`src/rtl/sertx_pkg.sv`:
```
// Shared types for the serial transmitter.
// Assumes: control register fields are packed with enable at bit 0.
package sertx_pkg;

    localparam int CTL_W = 4;

    // Control register layout, enable in bit 0
    typedef struct packed {
        logic ie_done;
        logic ie_empty;
        logic brk;
        logic en;
    } ctl_t;

    // Kind of frame chosen at a bit boundary
    typedef enum logic [2:0] {
        FK_NONE,
        FK_LEAD,
        FK_PRE,
        FK_BRK,
        FK_DATA
    } frame_kind_e;

endpackage

```
`src/rtl/sertx_ctrl.sv`:
```
// Control register and edge detection of the enable and break bits.
// Assumes: writes are single-cycle strobes; line_busy comes from the shifter.
module sertx_ctrl
    import sertx_pkg::*;
(
    input  logic             clk,
    input  logic             rst_n,
    input  logic             ctrl_we,
    input  logic [CTL_W-1:0] ctrl_wdata,
    input  logic             line_busy,
    output ctl_t             ctl,
    output logic             lead_req,
    output logic             pre_req,
    output logic             brk_rel
);

    ctl_t nxt;
    logic en_rise;

    // Decode the written value and compare it with the held one
    always_comb begin
        nxt      = ctl_t'(ctrl_wdata);
        en_rise  = ctrl_we && !ctl.en && nxt.en;
        lead_req = en_rise && !line_busy;
        pre_req  = en_rise && line_busy;
        brk_rel  = ctrl_we && ctl.brk && !nxt.brk;
    end

    // Hold the control register
    always_ff @(posedge clk) begin
        if (!rst_n)       ctl <= '0;
        else if (ctrl_we) ctl <= nxt;
    end

endmodule

```
`src/rtl/sertx_sched.sv`:
```
// Pending-work tracking and frame selection at each bit boundary.
// Assumes: slot marks a tick at which a new frame may start; frame_end marks
// the tick that ends the current frame. Priority: delay, lead-in, break, data.
module sertx_sched
    import sertx_pkg::*;
#(
    parameter int DATA_W   = 8,
    parameter int BRK_BITS = 10,
    parameter int SH_W     = 11,
    parameter int CNT_W    = 4
) (
    input  logic              clk,
    input  logic              rst_n,
    input  ctl_t              ctl,
    input  logic              lead_req,
    input  logic              pre_req,
    input  logic              brk_rel,
    input  logic              data_we,
    input  logic [DATA_W-1:0] data_wdata,
    input  logic              slot,
    input  logic              frame_end,
    output logic              load,
    output logic [SH_W-1:0]   load_pat,
    output logic [CNT_W-1:0]  load_len,
    output logic              dre,
    output logic              tc
);

    localparam int FRAME_LEN = DATA_W + 2;
    localparam int BRK_LEN   = BRK_BITS + 1;

    logic              pend_lead, pend_pre, pend_brk;
    logic [DATA_W-1:0] data_q;
    frame_kind_e       kind;

    // Pick the next frame by priority when a boundary allows it
    always_comb begin
        kind = FK_NONE;
        if (slot && ctl.en) begin
            if (pend_lead)                kind = FK_LEAD;
            else if (pend_pre)            kind = FK_PRE;
            else if (ctl.brk || pend_brk) kind = FK_BRK;
            else if (!dre)                kind = FK_DATA;
        end
    end

    // Build the shift pattern and bit count for the chosen frame
    always_comb begin
        load_pat = '1;
        load_len = '0;
        unique case (kind)
            FK_LEAD: load_len = CNT_W'(1);
            FK_PRE:  load_len = CNT_W'(FRAME_LEN);
            FK_BRK: begin
                load_pat[BRK_BITS-1:0] = '0;
                load_len = CNT_W'(BRK_LEN);
            end
            FK_DATA: begin
                load_pat[0]        = 1'b0;
                load_pat[DATA_W:1] = data_q;
                load_len = CNT_W'(FRAME_LEN);
            end
            default: load_len = '0;
        endcase
        load = (kind != FK_NONE);
    end

    // Remember queued lead-in, start delay and break requests
    always_ff @(posedge clk) begin
        if (!rst_n) begin
            pend_lead <= 1'b0;
            pend_pre  <= 1'b0;
            pend_brk  <= 1'b0;
        end else begin
            pend_lead <= lead_req || (pend_lead && kind != FK_LEAD);
            pend_pre  <= pre_req  || (pend_pre  && kind != FK_PRE);
            pend_brk  <= brk_rel  || (pend_brk  && kind != FK_BRK);
        end
    end

    // Data register and its empty flag
    always_ff @(posedge clk) begin
        if (!rst_n) begin
            data_q <= '0;
            dre    <= 1'b1;
        end else if (data_we) begin
            data_q <= data_wdata;
            dre    <= 1'b0;
        end else if (kind == FK_DATA) begin
            dre    <= 1'b1;
        end
    end

    // Transmission-complete flag
    always_ff @(posedge clk) begin
        if (!rst_n)                tc <= 1'b1;
        else if (data_we || load)  tc <= 1'b0;
        else if (frame_end)        tc <= 1'b1;
    end

endmodule

```
`src/rtl/sertx_shift.sv`:
```
// Frame shifter: sends a loaded pattern one bit per tick, LSB first.
// Assumes: load only arrives together with a tick on a slot; idle line is 1.
module sertx_shift #(
    parameter int SH_W  = 11,
    parameter int CNT_W = 4
) (
    input  logic             clk,
    input  logic             rst_n,
    input  logic             bit_tick,
    input  logic             load,
    input  logic [SH_W-1:0]  load_pat,
    input  logic [CNT_W-1:0] load_len,
    output logic             ser_out,
    output logic             busy,
    output logic             slot,
    output logic             frame_end
);

    logic [SH_W-1:0]  sh;
    logic [CNT_W-1:0] cnt;
    logic             last;

    // Boundary decode for the scheduler
    always_comb begin
        last      = busy && (cnt == CNT_W'(1));
        slot      = bit_tick && (!busy || last);
        frame_end = bit_tick && last;
        ser_out   = sh[0];
    end

    // Load, shift or retire the current frame
    always_ff @(posedge clk) begin
        if (!rst_n) begin
            sh   <= '1;
            cnt  <= '0;
            busy <= 1'b0;
        end else if (load) begin
            sh   <= load_pat;
            cnt  <= load_len;
            busy <= 1'b1;
        end else if (frame_end) begin
            sh   <= '1;
            cnt  <= '0;
            busy <= 1'b0;
        end else if (bit_tick && busy) begin
            sh   <= {1'b1, sh[SH_W-1:1]};
            cnt  <= cnt - CNT_W'(1);
        end
    end

endmodule

```
`src/rtl/sertx_top.sv`:
```
// Serial frame transmitter top: control register, scheduler, shifter and
// interrupt gating. Assumes: bit_tick is a one-cycle pulse per bit time.
module sertx_top
    import sertx_pkg::*;
#(
    parameter int DATA_W   = 8,
    parameter int BRK_BITS = 10
) (
    input  logic              clk,
    input  logic              rst_n,
    input  logic              ctrl_we,
    input  logic [CTL_W-1:0]  ctrl_wdata,
    input  logic              data_we,
    input  logic [DATA_W-1:0] data_wdata,
    input  logic              bit_tick,
    output logic              ser_out,
    output logic              dre_flag,
    output logic              tc_flag,
    output logic              irq_empty,
    output logic              irq_done
);

    localparam int FRAME_LEN = DATA_W + 2;
    localparam int BRK_LEN   = BRK_BITS + 1;
    localparam int SH_W      = (FRAME_LEN > BRK_LEN) ? FRAME_LEN : BRK_LEN;
    localparam int CNT_W     = $clog2(SH_W + 1);

    ctl_t             ctl;
    logic             lead_req, pre_req, brk_rel;
    logic             line_busy, slot, frame_end, load;
    logic [SH_W-1:0]  load_pat;
    logic [CNT_W-1:0] load_len;

    sertx_ctrl u_ctrl (
        .clk        (clk),
        .rst_n      (rst_n),
        .ctrl_we    (ctrl_we),
        .ctrl_wdata (ctrl_wdata),
        .line_busy  (line_busy),
        .ctl        (ctl),
        .lead_req   (lead_req),
        .pre_req    (pre_req),
        .brk_rel    (brk_rel)
    );

    sertx_sched #(
        .DATA_W   (DATA_W),
        .BRK_BITS (BRK_BITS),
        .SH_W     (SH_W),
        .CNT_W    (CNT_W)
    ) u_sched (
        .clk        (clk),
        .rst_n      (rst_n),
        .ctl        (ctl),
        .lead_req   (lead_req),
        .pre_req    (pre_req),
        .brk_rel    (brk_rel),
        .data_we    (data_we),
        .data_wdata (data_wdata),
        .slot       (slot),
        .frame_end  (frame_end),
        .load       (load),
        .load_pat   (load_pat),
        .load_len   (load_len),
        .dre        (dre_flag),
        .tc         (tc_flag)
    );

    sertx_shift #(
        .SH_W  (SH_W),
        .CNT_W (CNT_W)
    ) u_shift (
        .clk       (clk),
        .rst_n     (rst_n),
        .bit_tick  (bit_tick),
        .load      (load),
        .load_pat  (load_pat),
        .load_len  (load_len),
        .ser_out   (ser_out),
        .busy      (line_busy),
        .slot      (slot),
        .frame_end (frame_end)
    );

    // Gate the two interrupt requests with their enables
    always_comb begin
        irq_empty = ctl.ie_empty && dre_flag;
        irq_done  = ctl.ie_done  && tc_flag;
    end

endmodule

```
`config.mk`:
```
export PLATFORM = sky130hd
export DESIGN_NAME = sertx_top
export DESIGN_NICKNAME = d
export VERILOG_FILES = /design/src/rtl/sertx_pkg.sv /design/src/rtl/sertx_ctrl.sv /design/src/rtl/sertx_sched.sv /design/src/rtl/sertx_shift.sv /design/src/rtl/sertx_top.sv
export SDC_FILE = /design/constraint.sdc
export NUM_CORES = 1
export LEC_CHECK = 0
export CAP_MARGIN = 10
export CORE_ASPECT_RATIO = 0.8
export CORE_MARGIN = 4
export CORE_UTILIZATION = 40
export CTS_CLUSTER_DIAMETER = 60
export CTS_CLUSTER_SIZE = 28
export DETAILED_ROUTE_END_ITERATION = 12
export HOLD_SLACK_MARGIN = 0.03
export PLACE_DENSITY = 0.69
export SYNTH_ARGS = -nofsm -noshare
export SYNTH_HDL_FRONTEND = slang
export SYNTH_HIERARCHICAL = 1
export SYNTH_SLANG_ARGS = --single-unit
export TNS_END_PERCENT = 1
```
`constraint.sdc`:
```
create_clock -name clk -period 6.1 [get_ports clk]
set_input_delay 0.915 -clock clk [delete_from_list [all_inputs] [get_ports clk]]
set_output_delay 0.915 -clock clk [all_outputs]
set_load 0.1 [all_outputs]
```
==> flow_metrics.env <==
export IMPL_totalPowerFinal_uw=468
export IMPL_track_usage_pct=14.0
export IMPL_wl_per_cell_um=12.3
export IMPL_cap_violations=0
export IMPL_final_setup_skew_ps=4.29
export IMPL_global_route_wire_length_before_repair_mm=5.80
export IMPL_setup_viol=0
export IMPL_ys_types=44
export IMPL_ys_async_sr_fraction_pct=0
export IMPL_insertion_delay_ps=280
export IMPL_worst_ir_drop_vdd_v=0.000182
export IMPL_preCtsSetupSlack_ps=2930
export IMPL_crit_chain="and2_1, clkdlybuf4s50_1"
export IMPL_fillerInstances=390
export IMPL_clkSlewWorstSetupHoldPaths_ps=60
export IMPL_cts_made_buffers=5
export IMPL_setup_worst_path_end_class="output pin"
export IMPL_synth_sequential_area_ratio_pct=39.3
export IMPL_drt_antenna_violating_nets=0
export IMPL_cts_sinks=33
export IMPL_worst_slew_margin_rel_pct=35.2
export IMPL_grt_antenna_before_repair=0
export IMPL_path_class="flip-flop to output pin"
export IMPL_max_freq_mhz=328
export IMPL_gpl_final_weighted_congestion=0.868
export IMPL_most_common_layout_cells="33 x sky130_fd_sc_hd__dfxtp_1, 27 x sky130_fd_sc_hd__o21ai_0, 21 x sky130_fd_sc_hd__clkdlybuf4s50_1"
export IMPL_unrepaired_setup_endpoints_after_global_routing="no"
export IMPL_hold_worst_slack_ps=476
export IMPL_final_net_count=228
export IMPL_worst_case_setup_margin_in_the_final_layout_ps=3050
export IMPL_yosys_most_used_dff="sky130_fd_sc_hd__dfxtp_1"
export IMPL_tritoncts_clock_tree="done"
export IMPL_io_pin_count=22
export IMPL_vias=1355
export IMPL_ctsHoldBuffers=0
export IMPL_overflow=0
export IMPL_cts_resized_gates=0
export IMPL_timing_critical_path_from_type="flip-flop"
export IMPL_layout_cells_most_common="sky130_fd_sc_hd__dfxtp_1"
export IMPL_critPathArrivalTime_ps=2140
export IMPL_grt_pass1_vias=1263
export IMPL_postSynthNetCount=215
export IMPL_worstPathBufferInverterCount=1
export IMPL_period_share_pct=50.0
export IMPL_design_die_area_um2=5320
export IMPL_yosys_register_bits=33
export IMPL_post_synthesis_instance_area_um2=1680
export IMPL_tns_ps=0
export IMPL_floorplan_rows=20
export IMPL_cts_max_level=2
export IMPL_synth_edff_count=0
export IMPL_floorplan_initialDensity_pct=42.8
export IMPL_port_buffer_count=21
export IMPL_drive_above_1_share_pct=10.0
export IMPL_post_cts_buffers=0
export IMPL_drc=0
export IMPL_die_width_um=80.5
export IMPL_number_of_vias_per_cell_after_detailed_routing=5.11
export IMPL_number_of_pins_exceeding_their_max_slew_limit_in_the_final_report=0
export IMPL_worst_slew_pin_transition_ps=969
export IMPL_insertedDiodeCount=0
export IMPL_dp_hpwl_mm=2.28
export IMPL_maximum_number_of_pins_on_one_net_before_global_route_repair=24
export IMPL_critical_path_peak_fanout=13
export IMPL_die_height_um=66.0
export IMPL_core_area_um2=3930
export IMPL_run_status="complete, no violations"
export IMPL_yosys_warnings=6
export IMPL_syn_mean_instance_area_um2=8.59
export IMPL_pre_repair_dr_iteration_count=4
export IMPL_route_final_wire_length_mm=3.26
export IMPL_critPathTopFamily="buffers and inverters"
export IMPL_initialDrtViolationCount=120
export IMPL_static_leakage_power_nw=0.699
export IMPL_finalWorstPathRequiredPeriod_ps=3050
export IMPL_power_per_cell_area_nw_per_um2=240
export IMPL_cts_root_to_sink_buffers=2
export IMPL_cts_root_buf="sky130_fd_sc_hd__clkbuf_8"
export IMPL_worstHoldPathType="flip-flop to flip-flop"
export IMPL_syn_instance_count=196
export IMPL_slowest_stage_delay_cp_ps=1130
export IMPL_hold_fails_final_rpt=0
export IMPL_worst_ep_required_time_ps=5180
export IMPL_critical_path_slowest_cell="sky130_fd_sc_hd__clkdlybuf4s50_1"
export IMPL_areaGrowthSynthToFinish_pct=15.8
-- final timing paths --
kind                                    start                          end  slack [ps]  cells past startpoint
setup reg to reg  u_shift/cnt[0]$_SDFFE_PN0P_  u_shift/cnt[1]$_SDFFE_PN0P_        3470                      9
hold / removal     u_shift/sh[6]$_SDFFE_PN1P_   u_shift/sh[6]$_SDFFE_PN1P_         480                      2
setup / recovery     u_sched/dre$_SDFFE_PN1P_                    irq_empty        3050                      2
hold reg to reg    u_shift/sh[6]$_SDFFE_PN1P_   u_shift/sh[6]$_SDFFE_PN1P_         480                      2
-- cells by family (layout without fill, tap and decap cells) --
| family | count (synthesis) | after routing | synth area share, % |
|---|---|---|---|
| xor gates and xnor gates | 1 | 1 | 0.521 |
| adders and majority gates | 2 | 2 | 1.49 |
| DFF | 33 | 33 | 39.3 |
| AOI/OAI and AO/OA | 63 | 63 | 23.0 |
| buffers and inverters | 22 | 36 | 7.36 |
| and+or+nand+nor | 62 | 62 | 21.3 |
| other | 2 | 2 | 0.446 |
| muxes | 11 | 11 | 6.54 |
-- routing by layer --
metal  vias up  part of all wire (%)  GRT usage, %
li1        707                     -             -
met1       598                    54          20.1
met2        46                    38          19.0
met3         4                   6.6          4.50
met4         0                   1.1          5.70
met5         -                     0             0
-- worst register-to-register path, cell delays in order (launching register included) --
cell and delay [ps]:
sky130_fd_sc_hd__dfxtp_1 400, sky130_fd_sc_hd__ha_1 170, sky130_fd_sc_hd__nor3b_4 560, sky130_fd_sc_hd__o21a_1 200
sky130_fd_sc_hd__nand2_1 110, sky130_fd_sc_hd__a31oi_1 160, sky130_fd_sc_hd__buf_4 270, sky130_fd_sc_hd__a21oi_1 220
sky130_fd_sc_hd__a211oi_1 310, sky130_fd_sc_hd__a211oi_1 80
-- cell usage after synthesis (2+ instances only) --
library cell | number | area share [%]
sky130_fd_sc_hd__a211oi_1 | 3 | 1.3
sky130_fd_sc_hd__a21oi_1 | 15 | 4.5
sky130_fd_sc_hd__a31oi_1 | 2 | 0.74
sky130_fd_sc_hd__and2_1 | 2 | 0.74
sky130_fd_sc_hd__buf_2 | 6 | 1.8
sky130_fd_sc_hd__buf_4 | 5 | 2.2
sky130_fd_sc_hd__buf_6 | 2 | 1.3
sky130_fd_sc_hd__clkbuf_1 | 3 | 0.67
sky130_fd_sc_hd__conb_1 | 2 | 0.45
sky130_fd_sc_hd__dfxtp_1 | 33 | 39
sky130_fd_sc_hd__ha_1 | 2 | 1.5
sky130_fd_sc_hd__inv_1 | 6 | 1.3
sky130_fd_sc_hd__mux2i_1 | 11 | 6.5
sky130_fd_sc_hd__nand2_1 | 15 | 3.3
sky130_fd_sc_hd__nand3_1 | 2 | 0.59
sky130_fd_sc_hd__nor2_1 | 7 | 1.6
sky130_fd_sc_hd__nor2b_1 | 12 | 4.5
sky130_fd_sc_hd__nor3_1 | 12 | 3.6
sky130_fd_sc_hd__o21a_1 | 5 | 2.2
sky130_fd_sc_hd__o21ai_0 | 27 | 8.0
-- power breakdown --
part | leakage, nW | internal [mW] | switching (mW)
clock network | 0.0395 | 0.0809 | 0.0728
registers | 0.271 | 0.227 | 0.00962
logic | 0.389 | 0.0326 | 0.0445
total | 0.699 | 0.341 | 0.127
-- layout make-up --
type                       count  area, um^2  area share [%]
multi-input combinational    141         898            46.1
sequential                    33         661            33.9
timing repair buffer          22         218            11.2
clock buffer                   8        80.1            4.11
tap                           55        68.8            3.53
inverter                       6        22.5            1.16
-- flip-flops by register name, indices dropped and copies added (netlist names) --
name and flops:
u_shift/sh 11, u_sched/data_q 8, u_ctrl/ctl 4, u_shift/cnt 4
u_sched/dre 1, u_sched/pend_brk 1, u_sched/pend_lead 1, u_sched/pend_pre 1
u_sched/tc 1, u_shift/busy 1
-- through the flow --
step / utilization (%) / instance area [um^2] / cells
2_1_floorplan: - / 1680 / 196
3_5_place_dp: 47.5 / 1870 / 257
5_1_grt: 49.6 / 1950 / 265
3_3_place_gp: 47.5 / 1870 / 257
6_report: 49.6 / 1950 / 265
4_1_cts: 49.6 / 1950 / 265
Power figures use the tool's default switching activity.
